$ cat src/rtl/spi_irq_pkg.sv
`timescale 1ns/1ps
package spi_irq_pkg;
  // Bit positions are decoded by software and the enable word
  localparam int unsigned B_RX_RDY    = 0;
  localparam int unsigned B_RX_HALF   = 1;
  localparam int unsigned B_RX_FULL   = 2;
  localparam int unsigned B_RX_QTR    = 3;
  localparam int unsigned B_RX_3QTR   = 4;
  localparam int unsigned B_RX_OVF    = 5;
  localparam int unsigned B_RX_UDF    = 6;
  localparam int unsigned B_TX_EMPTY  = 8;
  localparam int unsigned B_TX_HALF   = 9;
  localparam int unsigned B_TX_FULL   = 10;
  localparam int unsigned B_TX_QTR    = 11;
  localparam int unsigned B_TX_3QTR   = 12;
  localparam int unsigned B_TX_OVF    = 13;
  localparam int unsigned B_TX_UDF    = 14;
  localparam int unsigned B_XFER_DONE = 16;
  localparam int unsigned B_CS_EVT    = 17;
  localparam int unsigned B_CFG_BUSY  = 31;

  localparam int unsigned STS_W = 32;

  localparam logic [STS_W-1:0] LEVEL_MASK  = 32'h0000_1F1F;
  localparam logic [STS_W-1:0] STICKY_MASK = 32'h0003_6060;
  localparam logic [STS_W-1:0] CLR_MASK    = 32'h0003_7F7F;
  localparam logic [STS_W-1:0] IEN_MASK    = 32'h0003_7F7F;
  localparam logic [STS_W-1:0] STS_RESET   = 32'h0000_1B00;
  localparam logic [STS_W-1:0] TX_RST_SET  = 32'h0000_1B00;
  localparam logic [STS_W-1:0] TX_RST_CLR  = 32'h0000_6000;
  localparam logic [STS_W-1:0] RX_RST_CLR  = 32'h0000_007F;

  typedef struct packed {
    logic rx_ovf;
    logic rx_udf;
    logic tx_ovf;
    logic tx_udf;
    logic xfer_done;
    logic cs;
  } evt_t;
endpackage

$ cat src/rtl/spi_irq_level_calc.sv
`timescale 1ns/1ps
module spi_irq_level_calc
  import spi_irq_pkg::*;
#(
  parameter int unsigned FIFO_DEPTH = 64,
  localparam int unsigned CNT_W = $clog2(FIFO_DEPTH + 1)
) (
  input  logic [CNT_W-1:0] rx_used,
  input  logic [CNT_W-1:0] tx_used,
  output logic [STS_W-1:0] lvl_vec
);
  localparam logic [CNT_W-1:0] DEPTH_C = CNT_W'(FIFO_DEPTH);
  localparam logic [CNT_W-1:0] QTR_C   = CNT_W'(FIFO_DEPTH / 4);
  localparam logic [CNT_W-1:0] HALF_C  = CNT_W'(FIFO_DEPTH / 2);

  logic [CNT_W-1:0] rx_free;
  logic [CNT_W-1:0] tx_free;

  always_comb begin
    rx_free = DEPTH_C - rx_used;
    tx_free = DEPTH_C - tx_used;
    lvl_vec = '0;
    // receive side: mostly "used" thresholds, three-quarter uses free
    lvl_vec[B_RX_RDY]   = (rx_used != '0);
    lvl_vec[B_RX_FULL]  = (rx_used == DEPTH_C);
    lvl_vec[B_RX_QTR]   = (rx_used >= QTR_C);
    lvl_vec[B_RX_HALF]  = (rx_used >= HALF_C);
    lvl_vec[B_RX_3QTR]  = (rx_free <= QTR_C);
    // transmit side: mostly "free" thresholds, three-quarter uses used
    lvl_vec[B_TX_EMPTY] = (tx_used == '0);
    lvl_vec[B_TX_FULL]  = (tx_used == DEPTH_C);
    lvl_vec[B_TX_QTR]   = (tx_free >= QTR_C);
    lvl_vec[B_TX_HALF]  = (tx_free >= HALF_C);
    lvl_vec[B_TX_3QTR]  = (tx_used <= QTR_C);
  end
endmodule

$ cat src/rtl/spi_irq_sticky.sv
`timescale 1ns/1ps
module spi_irq_sticky
  import spi_irq_pkg::*;
(
  input  logic             clk,
  input  logic             rst_n,
  input  logic [STS_W-1:0] set_vec,
  input  logic [STS_W-1:0] clr_vec,
  output logic [STS_W-1:0] sticky_vec
);
  logic unused_nonsticky;
  assign unused_nonsticky = ^((set_vec | clr_vec) & ~STICKY_MASK);

  for (genvar g = 0; g < STS_W; g++) begin : g_bit
    if (STICKY_MASK[g]) begin : g_flop
      logic bit_q;
      logic bit_n;
      // set beats clear so an event is never lost
      always_comb bit_n = set_vec[g] | (bit_q & ~clr_vec[g]);
      always_ff @(posedge clk or negedge rst_n) begin
        if (!rst_n) bit_q <= 1'b0;
        else        bit_q <= bit_n;
      end
      assign sticky_vec[g] = bit_q;
    end else begin : g_zero
      assign sticky_vec[g] = 1'b0;
    end
  end
endmodule

$ cat src/rtl/spi_irq_combine.sv
`timescale 1ns/1ps
module spi_irq_combine
  import spi_irq_pkg::*;
(
  input  logic [STS_W-1:0] status,
  input  logic [STS_W-1:0] ien,
  output logic             irq
);
  always_comb irq = |(status & ien);
endmodule

$ cat src/rtl/spi_irq_status_unit.sv
`timescale 1ns/1ps
module spi_irq_status_unit
  import spi_irq_pkg::*;
#(
  parameter int unsigned FIFO_DEPTH = 64,
  localparam int unsigned CNT_W = $clog2(FIFO_DEPTH + 1)
) (
  input  logic             clk,
  input  logic             rst_n,
  input  logic [CNT_W-1:0] rx_used,
  input  logic [CNT_W-1:0] tx_used,
  input  logic             sts_wr_en,
  input  logic [31:0]      sts_wr_data,
  input  logic             ien_wr_en,
  input  logic [31:0]      ien_wr_data,
  input  logic             tx_fifo_rst,
  input  logic             rx_fifo_rst,
  input  logic             evt_rx_ovf,
  input  logic             evt_rx_udf,
  input  logic             evt_tx_ovf,
  input  logic             evt_tx_udf,
  input  logic             evt_xfer_done,
  input  logic             evt_cs,
  input  logic             cfg_busy,
  output logic [31:0]      status,
  output logic [31:0]      ien,
  output logic             irq
);
  // reset: asynchronous assert, synchronous release
  logic rst_meta_q;
  logic rst_n_sync;
  always_ff @(posedge clk or negedge rst_n) begin
    if (!rst_n) begin
      rst_meta_q <= 1'b0;
      rst_n_sync <= 1'b0;
    end else begin
      rst_meta_q <= 1'b1;
      rst_n_sync <= rst_meta_q;
    end
  end

  // level flags
  logic [STS_W-1:0] lvl_vec;
  logic [STS_W-1:0] lvl_n;
  logic [STS_W-1:0] lvl_q;

  spi_irq_level_calc #(.FIFO_DEPTH(FIFO_DEPTH)) u_level (
    .rx_used (rx_used),
    .tx_used (tx_used),
    .lvl_vec (lvl_vec)
  );

  always_comb begin
    lvl_n = lvl_vec & LEVEL_MASK;
    if (tx_fifo_rst) lvl_n = lvl_n | TX_RST_SET;
    if (rx_fifo_rst) lvl_n = lvl_n & ~RX_RST_CLR;
  end

  always_ff @(posedge clk or negedge rst_n_sync) begin
    if (!rst_n_sync) lvl_q <= STS_RESET & LEVEL_MASK;
    else             lvl_q <= lvl_n;
  end

  // sticky events
  evt_t             evt;
  logic [STS_W-1:0] set_vec;
  logic [STS_W-1:0] clr_vec;
  logic [STS_W-1:0] sticky_vec;
  logic [STS_W-1:0] wr_clr;

  always_comb begin
    evt = '{rx_ovf: evt_rx_ovf, rx_udf: evt_rx_udf, tx_ovf: evt_tx_ovf,
            tx_udf: evt_tx_udf, xfer_done: evt_xfer_done, cs: evt_cs};
    set_vec = '0;
    set_vec[B_RX_OVF]    = evt.rx_ovf;
    set_vec[B_RX_UDF]    = evt.rx_udf;
    set_vec[B_TX_OVF]    = evt.tx_ovf;
    set_vec[B_TX_UDF]    = evt.tx_udf;
    set_vec[B_XFER_DONE] = evt.xfer_done;
    set_vec[B_CS_EVT]    = evt.cs;
    wr_clr  = sts_wr_en ? (sts_wr_data & CLR_MASK) : '0;
    clr_vec = wr_clr
            | (tx_fifo_rst ? TX_RST_CLR : '0)
            | (rx_fifo_rst ? RX_RST_CLR : '0);
  end

  spi_irq_sticky u_sticky (
    .clk        (clk),
    .rst_n      (rst_n_sync),
    .set_vec    (set_vec),
    .clr_vec    (clr_vec),
    .sticky_vec (sticky_vec)
  );

  // busy mirror
  logic busy_q;
  always_ff @(posedge clk or negedge rst_n_sync) begin
    if (!rst_n_sync) busy_q <= 1'b0;
    else             busy_q <= cfg_busy;
  end

  // enable word with explicit clock enable
  logic [STS_W-1:0] ien_q;
  logic [STS_W-1:0] ien_n;
  always_comb ien_n = ien_wr_en ? (ien_wr_data & IEN_MASK) : ien_q;
  always_ff @(posedge clk or negedge rst_n_sync) begin
    if (!rst_n_sync) ien_q <= '0;
    else             ien_q <= ien_n;
  end

  logic [STS_W-1:0] status_w;
  always_comb begin
    status_w = lvl_q | sticky_vec;
    status_w[B_CFG_BUSY] = busy_q;
  end

  spi_irq_combine u_combine (
    .status (status_w),
    .ien    (ien_q),
    .irq    (irq)
  );

  assign status = status_w;
  assign ien    = ien_q;
endmodule

$ cat config.mk
export PLATFORM = sky130hd
export DESIGN_NAME = spi_irq_status_unit
export DESIGN_NICKNAME = d
export VERILOG_FILES = /design/src/rtl/spi_irq_pkg.sv /design/src/rtl/spi_irq_level_calc.sv /design/src/rtl/spi_irq_sticky.sv /design/src/rtl/spi_irq_combine.sv /design/src/rtl/spi_irq_status_unit.sv
export SDC_FILE = /design/constraint.sdc
export NUM_CORES = 1
export LEC_CHECK = 0
export ABC_CLOCK_PERIOD_IN_PS = 1000
export BUFFER_PORTS_ARGS = -buffer_cell sky130_fd_sc_hd__clkbuf_2
export CORE_UTILIZATION = 34
export DETAILED_ROUTE_END_ITERATION = 16
export PLACE_DENSITY = 0.85
export SETUP_SLACK_MARGIN = 0.4
export SYNTH_ARGS = -nofsm -noshare
export SYNTH_HDL_FRONTEND = slang
export SYNTH_SLANG_ARGS = --single-unit
$ cat constraint.sdc
create_clock -name clk -period 1 [get_ports clk]
set_input_delay 0.15 -clock clk [delete_from_list [all_inputs] [get_ports clk]]
set_output_delay 0.15 -clock clk [all_outputs]
set_load 0.01 [all_outputs]
==> key figures, run 1 <==
Run status
  – Status: finished with violations
  – Failing checks: negative setup slack

Finish
  – Post-layout util: 0.5865
  – Antenna diodes: 0
  – Final Cell Area: 2825 sq um
  – Multi-input logic area: 788.3 sq um
  – Layout cells sized above 1: 0.6288
  – Final std cells w/o fill: 331
  – Syn-to-layout area delta: 63.62%
  – Fillers: 429
  – Seq. cell area: 884.6 sq um
  – Fin nets: 355

Floorplanning
  – Width of the die: 73.26 um
  – Starting Density: 0.3584
  – Row count: 25
  – Die Area: 5367 sq um
  – Core Area: 4817 sq um
  – Die Ht: 73.26 um
  – # IOs: 156

Clock tree
  – # H-tree levels: 2
  – CTS root buffer: clkbuf_8
  – TritonCTS buffer count: 5
  – Sink Count: 35
  – CTS tree: built
  – Clk pin slew, worst setup/hold paths: 0.07 ns
  – CTS max path bufs: 2
  – Latest clock arrival within the worst-skew pair: 0.28 ns

Drt
  – Initial DRC count: 61
  – Total iterations of the first detailed-routing run: 4
  – Routed WL: 4.299 mm
  – WL per Instance: 12.99 um
  – DRC errors left: 0
  – Detail Route Antenna Nets: 0
  – Routed via count: 1421
  – Routed vias/inst: 4.293

Placement
  – Routability congestion estimate from global placement: 0.7828
  – I/O Buffers: 82
  – Post-Place Setup Slack: -0.2479 ns
  – Placed cells: 315
  – DPL Wire Length: 3.173 mm
  – Placed Area: 2390 sq um

Critical path
  – CP Data Required Time: 0.85 ns
  – FF-to-FF End: ien[0]$_DFFE_PN0P_
  – Worst R2R Start: ien[0]$_DFFE_PN0P_
  – CP Max Fanout: 2
  – CP Class: reg2out
  – Nature of the critical path endpoint: output port
  – Reg2Reg Depth: 4
  – R2r setup slk: -0.11 ns
  – Arr. time, crit path: 1.38 ns
  – Critical Path Source Type: flip-flop

Synth
  – Synth Warn #: 0
  – Async SR Flop Fraction: 1.000
  – Post-Syn Area: 1727 sq um
  – Synth Instances: 149
  – Main synth FF type: dfrtp_1
  – EDFF count, synth: 0
  – Register bit total from synthesis: 35
  – Yosys cell types: 32
  – Mean Syn Cell Area: 11.59 sq um
  – Register area share after synthesis: 0.5101

Flow run
  – Max Cap Violations: 0

Timing
  – RSZ-0062 raised after global routing: yes
  – Final setup viols: 29
  – Min cycle time layout: 1.532 ns
  – Max Slew Vio Count: 0
  – Highest Clock Rate: 0.6527 GHz
  – Clock Skews: 0.004851 ns
  – Fin. Hold Viols: 0
  – Final period utilization: 1.532
  – Worst setup margin: -0.5321 ns

Global route
  – First-pass GRT wire length: 6.410 mm
  – Vias in the first global route: 1410
  – Grt ovf: 0
  – Total GRT Usage: 0.1616
  – Largest net degree at the start of global routing: 18
  – Initial antenna violation count: 0

Pwr
  – Leak: 0.001447 uW
  – Final Power: 3561 uW
  – Peak supply drop: 0.0006243 V
  – Cell Pwr Density: 1261 nW/um^2

Worst hold path
  – Worst hold start: evt_cs
  – Class of the worst hold path: in2reg
  – WHS Path Cells: 2
  – Hold EP: u_sticky.g_bit[17].g_flop.bit_q$_DFF_PN0_
## metal layers
layer | global-route usage | up-vias | wire [um]
met5 | 0 | - | 0
met4 | 0.05229 | 0 | 40
met3 | 0.04527 | 5 | 359
met2 | 0.2963 | 76 | 2274
met1 | 0.1791 | 672 | 1625
li1 | - | 668 | -
## power breakdown
group	total [uW]	internal, uW	switching, uW
registers	1610	1530	85.0
clock network	970	476	495
logic	977	574	403
## worst max path at each step
| stage | startpoint | to | slack [ns] |
|---|---|---|---|
| global placement | lvl_q[0]$_DFF_PN0_ | irq | -0.22 |
| finish | ien[1]$_DFFE_PN0P_ | irq | -0.53 |
| detailed placement | lvl_q[0]$_DFF_PN0_ | irq | -0.25 |
| floorplan | lvl_q[0]$_DFF_PN0_ | irq | -0.11 |
| CTS | ien[0]$_DFFE_PN0P_ | irq | -0.55 |
| global route | ien[0]$_DFFE_PN0P_ | irq | -0.57 |
## state kept, by name, summed over array words and instances (netlist names)
signal,count
u_sticky.g_bit.g_flop.bit_q,6
lvl_q,10
rst_meta_q,1
busy_q,1
rst_n_sync,1
ien,16
## critical path: stages (launching register included)
cell	delay, ns
dfrtp_1	0.38
a22o_1	0.24
a221oi_2	0.21
nand4_1	0.12
buf_2	0.16
## cells by family after synthesis
group | after synthesis | synth area share
AND/OR/NAND/NOR | 27 | 0.08189
adder cells (fa/ha/maj) | 1 | 0.007245
XOR/XNOR | 2 | 0.01015
flip-flops | 35 | 0.5101
buffers and inverters | 45 | 0.1855
AO/OA/AOI/OAI | 21 | 0.09637
multiplexers | 16 | 0.1043
other | 2 | 0.004349
## synthesized netlist by cell type (all sizes together), types with 3 or more instances
master  number  area [sq um]
mux2        16         180.2
nor2         9         33.78
dfrtp       31         775.7
a31o         4         35.03
a221oi       4         35.03
inv          5         18.77
buf         40         301.5
dfstp        4         105.1
a21o         3         22.52
a22o         4         35.03
nand2        7         26.28
## layout make-up
type,count,share of cell area
inverters,5,0.01284
well taps,67,0.02967
multi-input cells,99,0.2790
clock buffers,5,0.02436
clock inverters,3,0.005314
flip-flops and latches,35,0.3131
repair buffers,117,0.3357
## layout by cell type, fill, tap and decap left out, drive strengths merged, types with 2 or more instances in the layout
master | Yosys | routed
o21ai | 2 | 2
nand3 | 2 | 2
mux2 | 16 | 16
conb | 2 | 32
dfstp | 4 | 4
clkbuf | 0 | 67
a21oi | 2 | 2
a22o | 4 | 4
a221oi | 4 | 4
dfrtp | 31 | 31
nand4 | 2 | 2
buf | 40 | 53
a31o | 4 | 4
clkinv | 0 | 4
nor3 | 2 | 2
nor2 | 9 | 9
nand2 | 7 | 7
a21o | 3 | 3
inv | 5 | 4
## per-stage QoR
stage                     setup TNS [ns]  hold WS (ns)
after floorplan                  -0.1088       -0.1456
after global placement           -0.5392      -0.06370
after detailed placement         -0.7589      -0.06105
after CTS                         -2.867       0.03250
after global routing              -3.850       0.04482
final                             -2.805       0.03785
## timing repair
action / 4_1_cts / 5_1_grt
hold endpoints to repair: 3 / 0
gates resized for setup: 30 / 46
hold buffers: 2 / 0
setup buffers: 4 / 2
gates cloned: 0 / 0
setup endpoints to repair: 84 / 62
pin swaps: 10 / 3
Power figures use the tool's default switching activity.
==> inputs of run 2 (changes only) <==
--- a/config.mk
+++ b/config.mk
@@ -8,9 +8,11 @@
 export ABC_CLOCK_PERIOD_IN_PS = 1000
 export BUFFER_PORTS_ARGS = -buffer_cell sky130_fd_sc_hd__clkbuf_2
 export CORE_UTILIZATION = 34
+export CTS_CLUSTER_DIAMETER = 200
 export DETAILED_ROUTE_END_ITERATION = 16
 export PLACE_DENSITY = 0.85
 export SETUP_SLACK_MARGIN = 0.4
+export SKIP_LAST_GASP = 1
 export SYNTH_ARGS = -nofsm -noshare
 export SYNTH_HDL_FRONTEND = slang
 export SYNTH_SLANG_ARGS = --single-unit
==> run 2 against run 1 <==
- the run still ends with negative setup slack left
- first-iteration DRC count is 3.3% higher
- clock skew hardly changed
- worst setup slack hardly changed
- register-to-register slack hardly changed
- fmax hardly changed
- flip-flop and latch count stayed put
- wire length is 0.19% lower
- non-clock buffer count stayed put
- sequential power hardly changed
- critical endpoint unchanged
- largest power group unchanged
- highest routed layer unchanged
==> key figures, run 2 (synthesis gave the netlist of run 1 again) <==
Run status
  – Status: finished with violations
  – Failing checks: negative setup slack

Critical path
  – R2r setup slk: -0.11 ns
  – Worst R2R Start: ien[0]$_DFFE_PN0P_
  – CP Data Required Time: 0.85 ns
  – Critical Path Source Type: flip-flop
  – CP Max Fanout: 2
  – Reg2Reg Depth: 4
  – Setup crit start: ien[1]$_DFFE_PN0P_
  – Nature of the critical path endpoint: output port
  – Arr. time, crit path: 1.38 ns
  – Critical path cell sequence: a22o_1 -> a221oi_2 -> nand4_1 -> buf_2
  – Critical-path top delay cell: dfrtp_1
  – FF-to-FF End: ien[0]$_DFFE_PN0P_
  – Setup crit end: irq
  – CP Class: reg2out
  – Crit-path max cell delay: 0.38 ns

Pwr
  – Cell Pwr Density: 1262 nW/um^2
  – Leak: 0.001443 uW
  – Peak supply drop: 0.0006230 V

Floorplanning
  – Die Area: 5367 sq um
  – # IOs: 156
  – Starting Density: 0.3584
  – Row count: 25
  – Core Area: 4817 sq um
  – Width of the die: 73.26 um
  – Die Ht: 73.26 um

Drt
  – Routed via count: 1420
  – Routed WL: 4.291 mm
  – Total iterations of the first detailed-routing run: 4
  – Initial DRC count: 63
  – Routed vias/inst: 4.290
  – WL per Instance: 12.96 um
  – DRC errors left: 0
  – Detail Route Antenna Nets: 0

Clock tree
  – CTS max path bufs: 2
  – CTS tree: built
  – Clk pin slew, worst setup/hold paths: 0.07 ns
  – Latest clock arrival within the worst-skew pair: 0.28 ns
  – CTS root buffer: clkbuf_8
  – Sink Count: 35
  – # H-tree levels: 2
  – TritonCTS buffer count: 5

Worst hold path
  – Class of the worst hold path: in2reg
  – WHS Path Cells: 2

Timing
  – Clock Skews: 0.004561 ns
  – Final period utilization: 1.532
  – Final setup viols: 29
  – Min cycle time layout: 1.532 ns
  – Worst setup margin: -0.5319 ns
  – Hold_ws: 0.03831 ns
  – Highest Clock Rate: 0.6528 GHz
  – RSZ-0062 raised after global routing: yes
  – Max Slew Vio Count: 0
  – Fin. Hold Viols: 0

Global route
  – First-pass GRT wire length: 6.382 mm
  – Total GRT Usage: 0.1610
  – Largest net degree at the start of global routing: 18
  – Grt ovf: 0
  – Initial antenna violation count: 0
  – Vias in the first global route: 1406

Finish
  – Antenna diodes: 0
  – Fin nets: 355
  – Layout cells sized above 1: 0.6250
  – Final std cells w/o fill: 331
  – Most frequent cells in the layout: clkbuf_2 (63), buf_6 (39), conb_1 (32)
  – Max reg flops: 16
  – Syn-to-layout area delta: 63.04%
  – Fillers: 432
  – Leading cell type in the layout, fill and taps excluded: clkbuf_2

Placement
  – Post-Place Setup Slack: -0.2479 ns
  – Routability congestion estimate from global placement: 0.7828
  – Placed cells: 315
  – DPL Wire Length: 3.173 mm
  – I/O Buffers: 82

Flow run
  – Max Cap Violations: 0
run 2: area by class of cell:
cell class	instances	area, sq um	share of cell area
timing repair buffer	117	940.9	0.3342
sequential	35	884.6	0.3142
multi-input combinational	99	785.8	0.2791
tap	67	83.83	0.02978
clock buffer	5	68.82	0.02444
inverter	5	36.28	0.01289
clock inverter	3	15.01	0.005333
run 2: how the worst min path moves through the flow:
| stage | from | to |
|---|---|---|
| floorplan | rst_n | rst_meta_q$_DFF_PN0_ |
| global placement | rst_n | rst_meta_q$_DFF_PN0_ |
| detailed placement | rst_n | rst_meta_q$_DFF_PN0_ |
| CTS | evt_cs | u_sticky.g_bit[17].g_flop.bit_q$_DFF_PN0_ |
| global route | tx_used[6] | lvl_q[8]$_DFF_PN1_ |
| finish | evt_cs | u_sticky.g_bit[17].g_flop.bit_q$_DFF_PN0_ |
run 2: metrics by stage:
stage / utilization / power, uW / TNS (ns) / area, sq um
final: 0.5844 / 3553 / -2.815 / 2815
after global routing: 0.5844 / 3739 / -3.867 / 2815
after CTS: 0.5538 / 3491 / -2.889 / 2668
after detailed placement: 0.4961 / 2404 / -0.7589 / 2390
after global placement: 0.4961 / 2386 / -0.5392 / 2390
after floorplan: - / 2115 / -0.1088 / 2006
run 2: where the power goes:
group | total [uW] | switching (uW) | internal, uW
combinational | 971 | 402 | 569
sequential | 1610 | 83.6 | 1530
clock | 969 | 494 | 476
run 2: routing by layer:
layer  vias up  wire [um]  global-route usage
met3         5        349             0.04527
met4         0         40             0.05229
li1        669          -                   -
met1       670       1630              0.1773
met2        76       2270              0.2963
met5         -          0                   0
run 2: timing repair:
item                       in CTS  in global routing
hold endpoints to repair        3                  0
pin swaps                       9                  4
hold buffers                    2                  0
setup endpoints to repair      84                 62
gates resized for setup        27                 43
setup buffers                   4                  2
run 2: worst max-delay path: cells and delay by family, from the launching register on:
kind / cells / cell delay, ns
DFF: 1 / 0.38
buffers and inverters: 1 / 0.16
AOI/OAI and AO/OA: 2 / 0.45
and+or+nand+nor: 1 / 0.12
